## config.mk

```make
export PLATFORM = sky130hd
export DESIGN_NAME = ext_irq_ctrl
export DESIGN_NICKNAME = d
export VERILOG_FILES = /design/src/rtl/ext_irq_pkg.sv /design/src/rtl/ext_irq_sync.sv /design/src/rtl/ext_irq_line.sv /design/src/rtl/ext_irq_regs.sv /design/src/rtl/ext_irq_ctrl.sv
export SDC_FILE = /design/constraint.sdc
export NUM_CORES = 1
export LEC_CHECK = 0
export ABC_AREA = 1
export BUFFER_PORTS_ARGS = -buffer_cell sky130_fd_sc_hd__buf_2
export CAP_MARGIN = 15
export CORE_ASPECT_RATIO = 1.25
export CORE_UTILIZATION = 47
export DETAILED_ROUTE_END_ITERATION = 16
export PLACE_DENSITY_LB_ADDON = 0.15
export REMOVE_ABC_BUFFERS = 1
export SLEW_MARGIN = 10
export SYNTH_ARGS = -nofsm -noshare
export SYNTH_HDL_FRONTEND = slang
export SYNTH_SLANG_ARGS = --single-unit
```

## constraint.sdc

```tcl
create_clock -name clk -period 1.05 [get_ports clk]
set_input_delay 0.1575 -clock clk [delete_from_list [all_inputs] [get_ports clk]]
set_output_delay 0.1575 -clock clk [all_outputs]
set_load 0.02 [all_outputs]
```

## src/rtl/ext_irq_pkg.sv

```systemverilog
package ext_irq_pkg;

  typedef enum logic [1:0] {
    TRIG_HIGH = 2'b00,
    TRIG_LOW  = 2'b01,
    TRIG_RISE = 2'b10,
    TRIG_FALL = 2'b11
  } trig_e;

  localparam int BYTE_W      = 8;
  localparam int POS_PEND    = 0;
  localparam int POS_SEL     = 4;
  localparam int POS_EN      = 5;
  localparam int POS_TRIG_LO = 6;

  function automatic logic [BYTE_W-1:0] pack_ctl(trig_e t, logic en, logic sel, logic pend);
    logic [BYTE_W-1:0] b;
    b = '0;
    b[POS_TRIG_LO +: 2] = t;
    b[POS_EN]           = en;
    b[POS_SEL]          = sel;
    b[POS_PEND]         = pend;
    return b;
  endfunction

endpackage

```

## src/rtl/ext_irq_sync.sv

```systemverilog
module ext_irq_sync #(
  parameter int WIDTH  = 3,
  parameter int STAGES = 2
) (
  input  logic             clk,
  input  logic             rst,
  input  logic [WIDTH-1:0] d,
  output logic [WIDTH-1:0] q
);

  logic [STAGES-1:0] chain [WIDTH];

  for (genvar i = 0; i < WIDTH; i++) begin : g_bit
    always_ff @(posedge clk) begin
      if (rst) chain[i] <= '0;
      else     chain[i] <= {chain[i][STAGES-2:0], d[i]};
    end
    assign q[i] = chain[i][STAGES-1];
  end

endmodule

```

## src/rtl/ext_irq_line.sv

```systemverilog
module ext_irq_line
  import ext_irq_pkg::*;
(
  input  logic              clk,
  input  logic              rst,
  input  logic              pin_sync,
  input  logic              slow_tick,
  input  logic              fast_tick,
  input  logic              cfg_wr,
  input  logic [BYTE_W-1:0] cfg_wbyte,
  output logic [BYTE_W-1:0] ctl_byte,
  output logic              irq,
  output logic              en_o,
  output logic              pend_o,
  output logic [1:0]        trig_o
);

  trig_e trig_q;
  logic  en_q, sel_q, pend_q, samp_q, samp_vld_q, irq_q;

  trig_e new_trig;
  logic  strobe, trig_chg, is_edge, rise, fall, hit, lvl_match, clr_req;

  always_comb begin
    new_trig  = trig_e'(cfg_wbyte[POS_TRIG_LO +: 2]);
    strobe    = sel_q ? fast_tick : slow_tick;
    trig_chg  = cfg_wr && (new_trig != trig_q);
    is_edge   = trig_q[1];
    rise      = samp_vld_q && !samp_q && pin_sync;
    fall      = samp_vld_q && samp_q && !pin_sync;
    hit       = (trig_q == TRIG_RISE) ? rise : fall;
    lvl_match = (trig_q == TRIG_HIGH) ? pin_sync : !pin_sync;
    clr_req   = cfg_wr && cfg_wbyte[POS_PEND];
  end

  always_ff @(posedge clk) begin
    if (rst) begin
      trig_q     <= TRIG_HIGH;
      en_q       <= 1'b0;
      sel_q      <= 1'b0;
      pend_q     <= 1'b0;
      samp_q     <= 1'b0;
      samp_vld_q <= 1'b0;
      irq_q      <= 1'b0;
    end else begin
      if (cfg_wr) begin
        trig_q <= new_trig;
        en_q   <= cfg_wbyte[POS_EN];
        sel_q  <= cfg_wbyte[POS_SEL];
      end
      if (trig_chg) begin
        pend_q     <= 1'b0;
        samp_vld_q <= 1'b0;
      end else begin
        if (strobe) begin
          samp_q     <= pin_sync;
          samp_vld_q <= 1'b1;
        end
        if (is_edge) begin
          if (strobe && hit) pend_q <= 1'b1;
          else if (clr_req)  pend_q <= 1'b0;
        end else if (strobe) begin
          pend_q <= lvl_match;
        end
      end
      irq_q <= en_q & pend_q;
    end
  end

  assign ctl_byte = pack_ctl(trig_q, en_q, sel_q, pend_q);
  assign irq      = irq_q;
  assign en_o     = en_q;
  assign pend_o   = pend_q;
  assign trig_o   = trig_q;

endmodule

```

## src/rtl/ext_irq_regs.sv

```systemverilog
module ext_irq_regs
  import ext_irq_pkg::*;
#(
  parameter int N_LINES = 3,
  parameter int ADDR_W  = 4,
  parameter int DATA_W  = 32,
  parameter bit SHARED  = 1'b0
) (
  input  logic                          clk,
  input  logic                          rst,
  input  logic                          reg_wr,
  input  logic [ADDR_W-1:0]             reg_addr,
  input  logic [DATA_W-1:0]             reg_wdata,
  input  logic [N_LINES-1:0][BYTE_W-1:0] ctl_bytes,
  output logic [N_LINES-1:0]            line_wr,
  output logic [N_LINES-1:0][BYTE_W-1:0] line_wbyte,
  output logic [DATA_W-1:0]             reg_rdata
);

  localparam int PACK_W = N_LINES * BYTE_W;

  logic [DATA_W-1:0] rd_next;

  if (SHARED) begin : g_shared
    logic addr_hit;
    assign addr_hit = (reg_addr == '0);
    for (genvar n = 0; n < N_LINES; n++) begin : g_ln
      assign line_wr[n]    = reg_wr && addr_hit;
      assign line_wbyte[n] = reg_wdata[(N_LINES-1-n)*BYTE_W +: BYTE_W];
    end
    always_comb begin
      rd_next = '0;
      if (addr_hit) begin
        for (int n = 0; n < N_LINES; n++)
          rd_next[(N_LINES-1-n)*BYTE_W +: BYTE_W] = ctl_bytes[n];
      end
    end
  end else begin : g_per_line
    for (genvar n = 0; n < N_LINES; n++) begin : g_ln
      assign line_wr[n]    = reg_wr && (reg_addr == ADDR_W'(n));
      assign line_wbyte[n] = reg_wdata[BYTE_W-1:0];
    end
    always_comb begin
      rd_next = '0;
      for (int n = 0; n < N_LINES; n++)
        if (reg_addr == ADDR_W'(n)) rd_next[BYTE_W-1:0] = ctl_bytes[n];
    end
  end

  always_ff @(posedge clk) begin
    if (rst) reg_rdata <= '0;
    else     reg_rdata <= rd_next;
  end

  initial begin
    if (PACK_W > DATA_W) $error("control bytes do not fit in the data word");
  end

endmodule

```

## src/rtl/ext_irq_ctrl.sv

```systemverilog
module ext_irq_ctrl
  import ext_irq_pkg::*;
#(
  parameter int N_LINES     = 3,
  parameter int ADDR_W      = 4,
  parameter int DATA_W      = 32,
  parameter int SYNC_STAGES = 2,
  parameter bit SHARED      = 1'b0
) (
  input  logic               clk,
  input  logic               rst,
  input  logic               slow_tick,
  input  logic               fast_tick,
  input  logic [N_LINES-1:0] pin_in,
  input  logic               reg_wr,
  input  logic [ADDR_W-1:0]  reg_addr,
  input  logic [DATA_W-1:0]  reg_wdata,
  output logic [DATA_W-1:0]  reg_rdata,
  output logic [N_LINES-1:0] irq_out
);

  logic [N_LINES-1:0]             pin_s;
  logic [N_LINES-1:0]             line_wr;
  logic [N_LINES-1:0][BYTE_W-1:0] line_wbyte;
  logic [N_LINES-1:0][BYTE_W-1:0] ctl_bytes;
  logic [N_LINES-1:0]             line_en;
  logic [N_LINES-1:0]             line_pend;
  logic [N_LINES-1:0][1:0]        line_trig;

  ext_irq_sync #(.WIDTH(N_LINES), .STAGES(SYNC_STAGES)) u_sync (
    .clk (clk),
    .rst (rst),
    .d   (pin_in),
    .q   (pin_s)
  );

  ext_irq_regs #(
    .N_LINES(N_LINES), .ADDR_W(ADDR_W), .DATA_W(DATA_W), .SHARED(SHARED)
  ) u_regs (
    .clk        (clk),
    .rst        (rst),
    .reg_wr     (reg_wr),
    .reg_addr   (reg_addr),
    .reg_wdata  (reg_wdata),
    .ctl_bytes  (ctl_bytes),
    .line_wr    (line_wr),
    .line_wbyte (line_wbyte),
    .reg_rdata  (reg_rdata)
  );

  for (genvar n = 0; n < N_LINES; n++) begin : g_line
    ext_irq_line u_line (
      .clk       (clk),
      .rst       (rst),
      .pin_sync  (pin_s[n]),
      .slow_tick (slow_tick),
      .fast_tick (fast_tick),
      .cfg_wr    (line_wr[n]),
      .cfg_wbyte (line_wbyte[n]),
      .ctl_byte  (ctl_bytes[n]),
      .irq       (irq_out[n]),
      .en_o      (line_en[n]),
      .pend_o    (line_pend[n]),
      .trig_o    (line_trig[n])
    );
  end

endmodule

```

After elaboration in Yosys (flattened, before gate mapping) --
Memory sizes are Yosys's and may differ from the RTL's. Index checks and enable logic that the tools add are counted.
Word-level totals: bits in registers 56, latch bits 0, memory bits (writable) 6, memory bits (read-only) 0, input bits 44, output and inout port bits 35, word-level logic and storage cells 122, memories kept 1
Cells by class: $add $sub $neg 0, multipliers 0, divide/modulo/power cells 0, $lt $le $gt $ge 0, equality and inequality tests 11, shift operators 0, mux-type cells 30, bitwise logic cells 9, reductions and logical operators 47
Memory list:
- u_sync.chain | words 3, bits a word 2, rd ports 3, clocked after memory_dff 0, write ports 3, RTL line ext_irq_sync.sv:11 | logic [STAGES-1:0] chain [WIDTH];
Operator list (number):
- 1-bit logical AND | 24
- 1-bit two-way mux | 24
- 8-bit two-way mux | 3
- 2-bit AND reduction | 6
- 3-bit != test (second input constant) | 3
- 2-bit == test (second input constant) | 3
- 1-bit logical NOT | 6
- 2-bit logical NOT | 3
- 2-bit two-way mux | 3
- 2-bit != test | 3
- 2-bit nonzero test | 3
- 2-bit OR reduction | 3
- 4-bit by 1-bit == test with 1-bit output (second input constant) | 1
- 4-bit by 2-bit == test with 1-bit output (second input constant) | 1
- 4-bit logical NOT | 1
- 1-bit AND | 3
- 1-bit NOT | 3
- 1-bit OR | 3
- 3-bit OR reduction | 1

Logic depth before layout (Yosys ltp) --
depth in word-level cells 7, gate-level depth with buffers 8, mapped depth without buffers 8

Modules after synthesis --
A second synthesis with hierarchy kept.
Unflattened totals: cells, all modules 358, area total of the unflattened synthesis 2413.6 µm²
Modules (own cells, without submodules):
- ext_irq_line | instances 3, cells an instance 72, area each 450.4 µm²
- ext_irq_regs | instances 1, cells an instance 121, area each 874.6 µm²
- ext_irq_sync | instances 1, cells an instance 21, area each 187.7 µm²

Least setup slack after synthesis --
No wires, ideal clock.
path kind register to register, start point register g_line[0].u_line.trig_q[0], end point register g_line[0].u_line.samp_q, setup time 0.115 ns, arrival 0.848 ns, data required time 0.935 ns, setup slack 0.087 ns, cell stages (with the launch flop) 8, period minus slack after synthesis 0.963 ns, cell sequence dfxtp_1 > inv_1 > nand2_1 > nand2_1 > nand2_1 > nand2_4 > a21oi_1 > nor2_1
Between the ends: word-level cells in the longest chain between the ends 4
Ends and longest elaborated chain:
- start: declaration | RTL line ext_irq_line.sv:18 | trig_e trig_q;
- start signal: assignment | RTL line ext_irq_line.sv:47 | trig_q <= new_trig;
- 2-bit != test | RTL line ext_irq_line.sv:27 | trig_chg = cfg_wr && (new_trig != trig_q);
- 1-bit logical AND | RTL line ext_irq_line.sv:27
- 1-bit NOT (no source line)
- 2-bit AND reduction (no source line)
- end signal: assignment | RTL line ext_irq_line.sv:56 | samp_q <= pin_sync;
- end: declaration | RTL line ext_irq_line.sv:19 | logic en_q, sel_q, pend_q, samp_q, samp_vld_q, irq_q;
No other way between the ends. A chain may end at the register's enable or synchronous reset.

Final worst setup path --
Ends and elaborated chain as after synthesis.

==> results.yml <==
yosys:
  synthMuxAreaShare_pct: 0
  syn_area_um2: 1854
  netlist_instances: 265
  yosys.area.top_type: "dfxtp_1"
  ys_async_sr_fraction_pct: 0
  ys_seq_area_share_pct: 37.79
  ys_ff_latch: 35
  synth_compound_area_share_pct: 11.54
  synth.distinct_cells: 23
  avgSynthCellArea_um2: 6.997
  ys_top_cells_by_area: "dfxtp_1 38%, buf_4 12%, nand2_1 12%"
  yosysWarnings: 0
  synth_top_family_by_area: "simple AND/OR/NAND/NOR gates"
  synth_edf_count: 0
  yosysMostFrequentCell: "nand2_1"
  ys.flop_type: "dfxtp_1"
  synth-simple-area-share_pct: 29.15
  synth-xor-area-share_pct: 1.417
  netlist_top_cells_count: "58 x nand2_1, 35 x dfxtp_1, 32 x nor2_1"
  synth_adder_area_share_pct: 0
  synth.top_cell.area_share_pct: 37.79
route:
  drcViolationCount: 0
  drt-total-wl_um: 3655
  vias: 1590
  firstDrtPassIters: 4
  routedWlPerCell_um: 10.04
  ant_nets: 0
  viasPerCell: 4.368
  drt-initial-drc-count: 37
placement:
  gp_congestion: 0.8085
  post-place-ws_ns: -0.1295
  dp_hpwl_um: 2743
  port-buffer-count: 24
sta:
  rsz0062_at_grt: "yes"
  clock_skew_ns: 0.004487
  layout_worst_path_cycle_share_pct: 94.00
  slew_viol_final: 0
  holdWs_ns: 0.07043
  period_minus_slack_ns: 0.9870
  setup_viol: 0
  setup_slack_ns: 0.06300
  fmax_mhz: 1013
  hold_viol_final: 0
setup_path:
  cp-end-kind: "flip-flop"
  cp.arrival_ns: 1.17
  worstPathMaxFanout: 6
  critPathKind: "flip-flop to flip-flop"
  required_ns: 1.23
  start_kind: "flip-flop"
power:
  power.density_nw_per_um2: 1258
  ir_drop_uv: 752.5
  power.internal_mw: 1.975
  switching_share_pct: 27.73
  clockPowerShare_pct: 33.8
  p_sw_mw: 0.7579
  combPwrFrac_pct: 15.1
  p_leak_nw: 1.042
  pwr-share-seq_pct: 51.1
clock_tree:
  root_buffer: "clkbuf_8"
  cts_sinks: 35
  max-clock-path-buffers: 2
  cts_tree: "done"
  ctsHoldBuffers: 0
  cts_inserted_buffers: 5
  clk_pin_slew_ns: 0.06
  worstSkewPairLatency_ns: 0.29
  h-tree-depth: 2
global_route:
  grt_usage_pct: 18.46
  grt_max_degree: 22
  grt_pass1_wl_um: 5664
  grt_remaining_overflow: 0
  antenna_found_initial: 0
  grt_pass1_vias: 1343
min_path:
  hold_class: "primary input to flip-flop"
outcome:
  status: "complete, no violations"
cells_and_area:
  area_delta_synth_final_pct: 17.14
  final_nets: 353
  diodes: 0
  drive_above_1_share_pct: 25.48
  postLayoutCoreUtil_pct: 57.39
floorplanning:
  core_um2: 3785
  ios: 79
  dieArea_um2: 4202
  row_count: 25
  start_util_pct: 48.99
  die_y_um: 72.23
  die_width_um: 58.18
run:
  drv_cap: 0
[area by class of cell]
cell class	instances	area (um2)
timing repair buffer	45	290.3
multi-input combinational	190	894.6
clock buffer	7	76.32
sequential	35	718.2
tap	54	67.56
inverter	32	120.1
fill	394	1613
clock inverter	1	5.005
[through the flow]
stage          setup TNS, ns  instances  instance area [um2]  total power [mW]
2_1_floorplan              0        257                 1703             1.690
3_3_place_gp          -1.359        354                 2046             1.825
3_5_place_dp          -1.600        354                 2046             1.830
4_1_cts                    0        362                 2130             2.768
5_1_grt             -0.02511        364                 2172             2.867
6_report                   0        364                 2172             2.733
[final timing paths]
path                              startpoint                 endpoint  slack, ns  cells past startpoint
setup / recovery  g_line[0].u_line.trig_o[0]  g_line[0].u_line.samp_q       0.06                      7
hold / removal                     pin_in[1]       u_sync.chain[1][0]       0.07                      3
setup reg to reg  g_line[0].u_line.trig_o[0]  g_line[0].u_line.samp_q       0.06                      7
hold reg to reg           u_sync.chain[1][0]       u_sync.chain[1][1]       0.40                      2
[what timing repair did]
item	CTS	global route
setup buffers	0	3
endpoints found under the setup margin	1	8
pin swaps	0	8
gates resized for setup	1	15
[routing by layer]
layer,vias to the layer above,global-route usage [%],wire length [um]
met4,0,8.730,93
met3,9,5.882,113
li1,862,-,-
met5,-,0,0
met1,684,20.49,1620
met2,35,31.67,1827
[power by group through the flow]
stage | Sequential [mW] | Clock (mW) | Combinational (mW)
6_report | 1.40 | 0.924 | 0.411
5_1_grt | 1.40 | 1.01 | 0.457
4_1_cts | 1.40 | 0.967 | 0.400
3_5_place_dp | 1.43 | 0 | 0.398
3_3_place_gp | 1.43 | 0 | 0.394
2_1_floorplan | 1.43 | 0 | 0.263
[cells by family after synthesis]
group,Yosys count
AND/OR/NAND/NOR,119
buffers and inverters,66
AO/OA/AOI/OAI,41
flip-flops,35
XOR/XNOR,3
other,1
[registers in the layout (all words and copies together) (netlist names)]
register and count:
g_line.u_line.sel_q 3, g_line.u_line.irq 3, g_line.u_line.samp_vld_q 3, u_sync.chain 6, g_line.u_line.pend_o 3, g_line.u_line.en_o 3
g_line.u_line.samp_q 3, u_regs.reg_rdata 5, g_line.u_line.trig_o 6
[critical path, stage by stage, from the launching register on]
cell	delay, ns
dfxtp_2	0.38
inv_1	0.07
nand2_1	0.06
nand2_1	0.04
nand2_1	0.09
nand2_4	0.06
a21oi_1	0.12
nor2_1	0.05
[placed cells by master (no fill, tap or decap), types with 2 or more instances in the layout]
| cell | n |
|---|---|
| nand2_1 | 55 |
| nor2_1 | 32 |
| inv_1 | 29 |
| conb_1 | 27 |
| dfxtp_1 | 27 |
| buf_2 | 24 |
| buf_4 | 20 |
| a21oi_1 | 18 |
| o21ai_0 | 17 |
| nand3_1 | 12 |
| nand2_2 | 6 |
| clkbuf_8 | 5 |
| dfxtp_2 | 5 |
| nor2_4 | 4 |
| inv_2 | 3 |
| nand3_2 | 3 |
| xnor2_1 | 3 |
| o21bai_1 | 3 |
| nand4_1 | 3 |
| dfxtp_4 | 3 |
| o21ai_1 | 2 |
| nor2_2 | 2 |
| nand2_4 | 2 |
| clkbuf_1 | 2 |
Note: power is estimated with default switching activity, not from simulation.
